File: src/rtl/dtb_pkg.sv
package dtb_pkg;
    localparam int ADDR_W = 12;
    localparam int WIN_W  = 6;

    localparam logic [ADDR_W-1:0] A_STATUS = 12'h000;
    localparam logic [ADDR_W-1:0] A_MASK   = 12'h004;
    localparam logic [ADDR_W-1:0] A_CTRL   = 12'h008;
    localparam logic [ADDR_W-1:0] A_CFG    = 12'h00C;
    localparam logic [3:0]        PG_SHADOW = 4'h1;
    localparam logic [3:0]        PG_ACTIVE = 4'h2;

    localparam int BIT_FORCE = 0;
    localparam int BIT_OVF   = 3;
    localparam int BIT_DONE  = 4;
    localparam int CFG_EN    = 0;
    localparam int CFG_PD    = 1;
    localparam int CFG_SR    = 2;

    typedef enum logic {
        HS_IDLE = 1'b0,
        HS_HELD = 1'b1
    } hs_state_e;
endpackage

File: src/rtl/dtb_regif.sv
module dtb_regif
    import dtb_pkg::*;
#(
    parameter int NUM_TIMING = 44,
    parameter int DATA_W     = 32,
    localparam int IW        = (NUM_TIMING > 1) ? $clog2(NUM_TIMING) : 1
) (
    input  logic                               clk,
    input  logic                               rst_n,
    input  logic                               bus_en,
    input  logic                               bus_we,
    input  logic [ADDR_W-1:0]                  bus_addr,
    input  logic [2:0]                         low_wdata,
    input  logic [NUM_TIMING-1:0][DATA_W-1:0]  shadow,
    input  logic [NUM_TIMING-1:0][DATA_W-1:0]  active,
    input  logic [DATA_W-1:0]                  status_word,
    input  logic [DATA_W-1:0]                  mask_word,
    output logic [DATA_W-1:0]                  bus_rdata,
    output logic                               sh_we,
    output logic [IW-1:0]                      sh_idx,
    output logic                               force_upd,
    output logic                               st_clr_we,
    output logic                               mask_we,
    output logic                               cfg_en,
    output logic [1:0]                         cfg_mode
);
    localparam logic [WIN_W:0] NUM_L = (WIN_W + 1)'(NUM_TIMING);

    typedef struct packed {
        logic [2:0] cfg;
    } regs_t;

    regs_t             r_d, r_q;
    logic              wr, rd, aligned, in_win;
    logic [3:0]        page;
    logic [WIN_W-1:0]  win;

    function automatic logic hit(input logic [ADDR_W-1:0] a, input logic [ADDR_W-1:0] ref_a);
        return a[ADDR_W-1:2] == ref_a[ADDR_W-1:2];
    endfunction

    always_comb begin
        aligned   = (bus_addr[1:0] == 2'b00);
        wr        = bus_en && bus_we && aligned;
        rd        = bus_en && !bus_we && aligned;
        page      = bus_addr[ADDR_W-1:8];
        win       = bus_addr[7:2];
        in_win    = {1'b0, win} < NUM_L;
        sh_idx    = win[IW-1:0];
        sh_we     = wr && (page == PG_SHADOW) && in_win;
        force_upd = wr && hit(bus_addr, A_CTRL) && low_wdata[BIT_FORCE];
        st_clr_we = wr && hit(bus_addr, A_STATUS);
        mask_we   = wr && hit(bus_addr, A_MASK);

        r_d = r_q;
        if (wr && hit(bus_addr, A_CFG)) begin
            r_d.cfg = low_wdata;
        end

        bus_rdata = '0;
        if (rd) begin
            if (hit(bus_addr, A_STATUS)) begin
                bus_rdata = status_word;
            end else if (hit(bus_addr, A_MASK)) begin
                bus_rdata = mask_word;
            end else if (hit(bus_addr, A_CFG)) begin
                bus_rdata = {{(DATA_W-3){1'b0}}, r_q.cfg};
            end else if (page == PG_SHADOW && in_win) begin
                bus_rdata = shadow[sh_idx];
            end else if (page == PG_ACTIVE && in_win) begin
                bus_rdata = active[sh_idx];
            end
        end
    end

    always_ff @(posedge clk or negedge rst_n) begin
        if (!rst_n) begin
            r_q <= '0;
        end else begin
            r_q <= r_d;
        end
    end

    assign cfg_en   = r_q.cfg[CFG_EN];
    assign cfg_mode = {r_q.cfg[CFG_SR], r_q.cfg[CFG_PD]};


    idle_bus_quiet_chk: assert property (@(posedge clk) disable iff (!rst_n)
        !bus_en |-> bus_rdata == '0);


    cfg_hold_chk: assert property (@(posedge clk) disable iff (!rst_n)
        !(bus_en && bus_we) |=> $stable({cfg_en, cfg_mode}));
endmodule

File: src/rtl/dtb_handshake.sv
module dtb_handshake
    import dtb_pkg::*;
(
    input  logic       clk,
    input  logic       rst_n,
    input  logic       req,
    input  logic       enable,
    input  logic [1:0] mode,
    output logic       ack,
    output logic       commit
);
    typedef struct packed {
        hs_state_e st;
    } hs_t;

    hs_t  h_d, h_q;
    logic allowed;

    always_comb begin
        allowed = enable && (mode != 2'b00);
        commit  = 1'b0;
        h_d     = h_q;
        unique case (h_q.st)
            HS_IDLE: begin
                if (req && allowed) begin
                    commit  = 1'b1;
                    h_d.st  = HS_HELD;
                end
            end
            HS_HELD: begin
                if (!req) begin
                    h_d.st = HS_IDLE;
                end
            end
            default: h_d.st = HS_IDLE;
        endcase
    end

    always_ff @(posedge clk or negedge rst_n) begin
        if (!rst_n) begin
            h_q <= '{st: HS_IDLE};
        end else begin
            h_q <= h_d;
        end
    end

    assign ack = (h_q.st == HS_HELD);


    ack_after_commit_chk: assert property (@(posedge clk) disable iff (!rst_n)
        commit |=> ack);


    ack_release_chk: assert property (@(posedge clk) disable iff (!rst_n)
        $fell(ack) |-> !$past(req));


    blocked_req_chk: assert property (@(posedge clk) disable iff (!rst_n)
        (req && !ack && !(enable && mode != 2'b00)) |=> !ack);
endmodule

File: src/rtl/dtb_irq.sv
module dtb_irq
    import dtb_pkg::*;
#(
    parameter int DATA_W = 32
) (
    input  logic              clk,
    input  logic              rst_n,
    input  logic              done_evt,
    input  logic              ovf_evt,
    input  logic              st_clr_we,
    input  logic [1:0]        clr_bits,
    input  logic              mask_we,
    input  logic [1:0]        mask_bits,
    output logic [DATA_W-1:0] status_word,
    output logic [DATA_W-1:0] mask_word,
    output logic              irq
);
    typedef struct packed {
        logic [1:0] st;
        logic [1:0] mk;
    } ir_t;

    ir_t  s_d, s_q;

    always_comb begin
        s_d = s_q;
        if (st_clr_we) begin
            s_d.st = s_q.st & ~clr_bits;
        end
        if (ovf_evt) begin
            s_d.st[0] = 1'b1;
        end
        if (done_evt) begin
            s_d.st[1] = 1'b1;
        end
        if (mask_we) begin
            s_d.mk = mask_bits;
        end

        status_word           = '0;
        status_word[BIT_OVF]  = s_q.st[0];
        status_word[BIT_DONE] = s_q.st[1];
        mask_word             = '0;
        mask_word[BIT_OVF]    = s_q.mk[0];
        mask_word[BIT_DONE]   = s_q.mk[1];
    end

    always_ff @(posedge clk or negedge rst_n) begin
        if (!rst_n) begin
            s_q <= '0;
        end else begin
            s_q <= s_d;
        end
    end

    assign irq = |(s_q.st & s_q.mk);


    set_beats_clear_chk: assert property (@(posedge clk) disable iff (!rst_n)
        ovf_evt |=> status_word[BIT_OVF]);


    clear_takes_chk: assert property (@(posedge clk) disable iff (!rst_n)
        (st_clr_we && clr_bits[1] && !done_evt) |=> !status_word[BIT_DONE]);
endmodule

File: src/rtl/dtb_timing_bank.sv
module dtb_timing_bank #(
    parameter int NUM_TIMING = 44,
    parameter int DATA_W     = 32,
    localparam int IW        = (NUM_TIMING > 1) ? $clog2(NUM_TIMING) : 1
) (
    input  logic                              clk,
    input  logic                              rst_n,
    input  logic                              sh_we,
    input  logic [IW-1:0]                     sh_idx,
    input  logic [DATA_W-1:0]                 sh_wdata,
    input  logic                              commit,
    output logic [NUM_TIMING-1:0][DATA_W-1:0] shadow,
    output logic [NUM_TIMING-1:0][DATA_W-1:0] active
);
    typedef struct packed {
        logic [NUM_TIMING-1:0][DATA_W-1:0] sh;
        logic [NUM_TIMING-1:0][DATA_W-1:0] act;
    } bank_t;

    bank_t                 b_d, b_q;
    logic [NUM_TIMING-1:0] sel;

    for (genvar g = 0; g < NUM_TIMING; g++) begin : g_sel
        assign sel[g] = sh_we && (sh_idx == IW'(g));
    end

    always_comb begin
        b_d = b_q;
        if (commit) begin
            b_d.act = b_q.sh;
        end
        for (int i = 0; i < NUM_TIMING; i++) begin
            if (sel[i]) begin
                b_d.sh[i] = sh_wdata;
            end
        end
    end

    always_ff @(posedge clk or negedge rst_n) begin
        if (!rst_n) begin
            b_q <= '0;
        end else begin
            b_q <= b_d;
        end
    end

    assign shadow = b_q.sh;
    assign active = b_q.act;


    whole_copy_chk: assert property (@(posedge clk) disable iff (!rst_n)
        commit |=> active == $past(shadow));


    active_hold_chk: assert property (@(posedge clk) disable iff (!rst_n)
        !commit |=> $stable(active));


    shadow_write_chk: assert property (@(posedge clk) disable iff (!rst_n)
        (sh_we && sh_idx == '0) |=> shadow[0] == $past(sh_wdata));
endmodule

File: src/rtl/dtb_timing_shadow_bank.sv
module dtb_timing_shadow_bank
    import dtb_pkg::*;
#(
    parameter int NUM_TIMING = 44,
    parameter int DATA_W     = 32,
    localparam int IW        = (NUM_TIMING > 1) ? $clog2(NUM_TIMING) : 1
) (
    input  logic                         clk,
    input  logic                         rst_n,
    input  logic                         bus_en,
    input  logic                         bus_we,
    input  logic [11:0]                  bus_addr,
    input  logic [DATA_W-1:0]            bus_wdata,
    output logic [DATA_W-1:0]            bus_rdata,
    input  logic                         clk_chg_req,
    output logic                         clk_chg_ack,
    input  logic                         refresh_ovf,
    output logic [NUM_TIMING*DATA_W-1:0] timing_active,
    output logic                         irq
);
    logic [NUM_TIMING-1:0][DATA_W-1:0] shadow_v, active_v;
    logic [DATA_W-1:0]                 status_word, mask_word;
    logic                              sh_we, force_upd, st_clr_we, mask_we;
    logic                              cfg_en, hs_commit, commit;
    logic [1:0]                        cfg_mode;
    logic [IW-1:0]                     sh_idx;

    dtb_regif #(.NUM_TIMING(NUM_TIMING), .DATA_W(DATA_W)) u_regif (
        .clk         (clk),
        .rst_n       (rst_n),
        .bus_en      (bus_en),
        .bus_we      (bus_we),
        .bus_addr    (bus_addr),
        .low_wdata   (bus_wdata[2:0]),
        .shadow      (shadow_v),
        .active      (active_v),
        .status_word (status_word),
        .mask_word   (mask_word),
        .bus_rdata   (bus_rdata),
        .sh_we       (sh_we),
        .sh_idx      (sh_idx),
        .force_upd   (force_upd),
        .st_clr_we   (st_clr_we),
        .mask_we     (mask_we),
        .cfg_en      (cfg_en),
        .cfg_mode    (cfg_mode)
    );

    dtb_handshake u_hs (
        .clk    (clk),
        .rst_n  (rst_n),
        .req    (clk_chg_req),
        .enable (cfg_en),
        .mode   (cfg_mode),
        .ack    (clk_chg_ack),
        .commit (hs_commit)
    );

    assign commit = hs_commit || force_upd;

    dtb_timing_bank #(.NUM_TIMING(NUM_TIMING), .DATA_W(DATA_W)) u_bank (
        .clk      (clk),
        .rst_n    (rst_n),
        .sh_we    (sh_we),
        .sh_idx   (sh_idx),
        .sh_wdata (bus_wdata),
        .commit   (commit),
        .shadow   (shadow_v),
        .active   (active_v)
    );

    dtb_irq #(.DATA_W(DATA_W)) u_irq (
        .clk         (clk),
        .rst_n       (rst_n),
        .done_evt    (hs_commit),
        .ovf_evt     (refresh_ovf),
        .st_clr_we   (st_clr_we),
        .clr_bits    ({bus_wdata[BIT_DONE], bus_wdata[BIT_OVF]}),
        .mask_we     (mask_we),
        .mask_bits   ({bus_wdata[BIT_DONE], bus_wdata[BIT_OVF]}),
        .status_word (status_word),
        .mask_word   (mask_word),
        .irq         (irq)
    );

    assign timing_active = active_v;


    done_flag_chk: assert property (@(posedge clk) disable iff (!rst_n)
        hs_commit |=> status_word[BIT_DONE]);


    force_no_flag_chk: assert property (@(posedge clk) disable iff (!rst_n)
        (force_upd && !hs_commit && !status_word[BIT_DONE]) |=> !status_word[BIT_DONE]);
endmodule

File: config.mk
export PLATFORM = sky130hd
export DESIGN_NAME = dtb_timing_shadow_bank
export DESIGN_NICKNAME = d
export VERILOG_FILES = /design/src/rtl/dtb_pkg.sv /design/src/rtl/dtb_regif.sv /design/src/rtl/dtb_handshake.sv /design/src/rtl/dtb_irq.sv /design/src/rtl/dtb_timing_bank.sv /design/src/rtl/dtb_timing_shadow_bank.sv
export SDC_FILE = /design/constraint.sdc
export NUM_CORES = 2
export LEC_CHECK = 0
export ABC_CLOCK_PERIOD_IN_PS = 4800
export CAP_MARGIN = 20
export CORE_AREA = 5 5 575 577
export CTS_BUF_LIST = sky130_fd_sc_hd__clkbuf_2 sky130_fd_sc_hd__clkbuf_4 sky130_fd_sc_hd__clkbuf_8
export CTS_CLUSTER_DIAMETER = 120
export CTS_CLUSTER_SIZE = 14
export DETAILED_ROUTE_END_ITERATION = 8
export DIE_AREA = 0 0 580 582
export SLEW_MARGIN = 20
export SYNTH_ARGS = -nofsm -noshare
export SYNTH_HDL_FRONTEND = slang
export SYNTH_SLANG_ARGS = --single-unit
File: constraint.sdc
create_clock -name clk -period 4.8 [get_ports clk]
set_clock_uncertainty 0.15 [all_clocks]
set_input_delay 1.2 -clock clk [delete_from_list [all_inputs] [get_ports clk]]
set_output_delay 1.2 -clock clk [all_outputs]
set_load 0.02 [all_outputs]
==> metrics.md <==
| Metric | Value |
|---|---|
| Setup slack after layout | -0.626 ns |
| Normalized max-slew margin | 0.196 |
| I/O pin count | 1,492 |
| # H-tree levels | 4 |
| CP endpoint kind | output pin |
| Routed len/inst | 39.6 um |
| VDD IR max | 0.000245 V |
| Row cnt | 210 |
| Die Area | 0.338 sq mm |
| PwrDens | 242 mW/mm^2 |
| Yosys Warn Count | 0 |
| Clock latency on the worst-skew pair | 1.13 ns |
| P_leak | 76.0 nW |
| Total Nets Final | 9,747 |
| Area grow syn2layout | 25.5% |
| # clock sinks | 2,824 |
| Synth cell types | 47 |
| Antenna violations before repair | 23 |
| Detailed Route Iter0 Violations | 7,128 |
| Crit path kind | in -> out |
| Maximum clock frequency | 0.184 GHz |
| RSZ-0062 raised after global routing | yes |
| Worst-path clk slew | 0.11 ns |
| Max cap viols | 0 |
| Antenna viol nets, final | 0 |
| Placed insts | 13,525 |
| Max Fanout on Critical Path | 5 |
| Final Hold Viols | 0 |
| Drt pass-1 iters | 6 |
| Final Non-Filler Cells | 14,081 |
| Die height | 582 um |
| Sequential cell area | 0.0707 sq mm |
| Port buffer count | 1,491 |
| Status | complete, but fails checks |
| Max Slew Vio Count | 0 |
| Via-to-Cell Ratio | 5.93 |
| Worst Setup Start Kind | primary input |
| Global-route usage over all layers | 0.323 |
| Synthesized instance count | 7,717 |
| Via count | 83,456 |
| Min Tclk post-route | 5.43 ns |
| Core area | 0.326 sq mm |
| Post-route clock period utilization | 1.13 |
| Worst-Margin Slew | 1.21 ns |
| Synth Register Bits | 2,824 |
| Final setup vio count | 32 |
| Placer Congestion | 0.948 |
| Synth Net Count | 7,767 |
| Mean Syn Cell Area | 16.5 sq um |
| CTS buffer count | 226 |
| First-pass GRT wire length | 761,000 um |
| Hold path depth | 1 |
| Post-route DRC | 0 |
| Pin count of the biggest net entering global routing | 158 |
| GRT overflow | 0 |
| Share of the yosys chip area belonging to registers | 0.553 |
| R2R cell count | 5 |
| Req. time, crit path | 3.45 ns |
| Maximum clock insertion buffer count | 4 |
| Failing checks | setup timing |
| Die W | 580 um |
| Worst Hold Class | reg -> reg |
| Routed wire length | 558,000 um |
| Mapped cell area | 0.128 sq mm |
| Starting density of the core | 0.392 |
| Critical Path AT | 4.08 ns |
| Vias in the first global route | 87,143 |
| Fillers | 27,718 |
| Total power | 38.8 mW |
| Root Driver | clkbuf_8 |
| Share of layout cells above drive strength 1 | 0.515 |
| CTS tree | yes |
| HPWL after detailed placement | 413,000 um |
| Multi-input gate area | 0.0547 sq mm |
[logic make-up (layout without fill, tap and decap cells)]
| group | Yosys count | in the layout | synth area share |
|---|---|---|---|
| mux | 3742 | 3742 | 0.397 |
| other cells | 0 | 20 | 0 |
| compound gates | 238 | 238 | 0.0130 |
| flops | 2824 | 2824 | 0.553 |
| buf+inv | 668 | 2666 | 0.0272 |
| simple gates | 245 | 245 | 0.00899 |
[placed cells by master, fill, tap and decap left out, types with 7 or more instances in the layout]
master / Yosys / routed
o31ai_2: 0 / 10
clkdlybuf4s50_1: 0 / 1417
nand2_2: 0 / 43
o21ai_0: 43 / 39
buf_8: 0 / 23
a22oi_1: 58 / 44
nand3_2: 0 / 8
buf_6: 27 / 67
mux4_2: 777 / 777
mux2_2: 2762 / 2756
nand3_4: 0 / 8
dfrtp_2: 0 / 32
a21oi_1: 19 / 12
mux2i_2: 0 / 7
diode_2: 0 / 20
nor2_4: 0 / 10
o31ai_4: 0 / 14
buf_12: 0 / 212
buf_2: 198 / 27
bufbuf_16: 0 / 9
o22ai_1: 27 / 23
nor2_1: 29 / 18
nor3_2: 4 / 7
a22oi_2: 0 / 14
mux2_1: 81 / 81
nand2_1: 123 / 78
nor2b_4: 0 / 21
o211ai_1: 13 / 13
dfrtp_1: 2824 / 2792
buf_16: 0 / 47
buf_4: 139 / 598
a32o_1: 25 / 21
mux2i_1: 122 / 112
clkbuf_8: 0 / 229
[layout make-up]
type	count	area share
flip-flops and latches	2824	0.441
multi-input cells	4225	0.342
repair buffers	2415	0.162
well taps	4346	0.0339
clock buffers	231	0.0198
clock inverters	15	0.00102
diodes	20	0.000312
inverters	5	0.000156
[power by group]
part	internal, mW	switching (mW)	leakage, nW	total, mW
combinational	0.901	1.53	34.8	2.43
sequential	23.8	0.0212	39.4	23.8
clock	4.33	8.23	1.72	12.6
[per-layer routing]
| metal | wire length [um] | part of all wire | vias to the layer above | track usage |
|---|---|---|---|---|
| met4 | 41400 | 0.074 | 2 | 0.188 |
| met1 | 205000 | 0.37 | 46048 | 0.388 |
| li1 | - | - | 32880 | - |
| met2 | 264000 | 0.47 | 3590 | 0.524 |
| met5 | 20 | 0.000036 | - | 0 |
| met3 | 47000 | 0.084 | 936 | 0.0885 |
[critical path: stages]
cell and delay, ns:
buf_16 0.13, buf_12 0.14, buf_12 0.12, buf_16 0.13
buf_6 0.10, buf_12 0.10, mux4_2 0.55, mux2_4 0.30
a32o_2 0.30, o31ai_4 0.26, o211ai_1 0.29, clkbuf_16 0.27
buf_12 0.13
[synthesized netlist by cell type (all sizes together)]
master  count  area share
nor2       30     0.00090
nand3      22     0.00086
o31a        1    0.000069
o21ai      45      0.0018
dfrtp    2824        0.55
mux2i     122      0.0096
nor2b      30      0.0015
a22o        1    0.000069
inv         4     0.00012
a31oi       2    0.000098
or2         1    0.000049
a211o       4     0.00027
and2        4     0.00020
a32oi       2     0.00014
a21oi      19     0.00074
mux4      777        0.14
buf       438       0.020
o31ai      27      0.0016
nand2     123      0.0036
and3        2    0.000098
a21o        4     0.00024
nand3b      1    0.000059
nand4       4     0.00020
nor3       13     0.00067
or3         2    0.000098
a32o       25      0.0020
clkinv      1    0.000029
a22oi      58      0.0034
or4b        3     0.00024
nand2b      7     0.00034
nor3b       1    0.000059
o22ai      27      0.0013
clkbuf    225      0.0066
nor4b       2     0.00014
o211ai     13     0.00076
a41oi       2     0.00014
a211oi      8     0.00047
mux2     2843        0.25
[path summary, 6_finish.rpt]
check                              startpoint             endpoint  slack, ns
max                               bus_addr[2]        bus_rdata[20]      -0.63
max reg2reg                          u_hs.ack  u_bank.active[1204]       2.00
min in group asynchronous               rst_n   u_bank.active[868]       0.61
min reg2reg                u_bank.shadow[662]   u_bank.active[662]       0.32
min                        u_bank.shadow[662]   u_bank.active[662]       0.32
max in group asynchronous               rst_n   u_bank.active[944]       2.36
[repair_timing]
action	in CTS	in global routing
buffers inserted	164	114
gates cloned	27	3
gates resized for setup	350	170
hold endpoints to repair	39	0
hold buffers	1	0
pin swaps	50	52
endpoints found under the setup margin	32	32
[flip-flops by register name, indices dropped and copies added, names as in the netlist]
register and flops:
u_hs.ack 1, u_bank.shadow 1408, u_irq.mask_word 2, u_regif.r_q 3, u_bank.active 1408, u_irq.status_word 2
[metrics by stage]
stage               hold slack (ns)  TNS (ns)  worst slack [ns]  cell area, sq um   util
floorplan                     0.313         0             0.192            128000      -
global placement              0.333    -47.82             -1.93            152000  0.466
detailed placement            0.350    -33.65             -1.38            152000  0.466
CTS                           0.306    -13.03            -0.599            159000  0.487
global route                  0.339    -12.63            -0.594            160000  0.492
finish                        0.317    -12.20            -0.626            160000  0.492
Note: power is estimated with default switching activity, not from simulation.
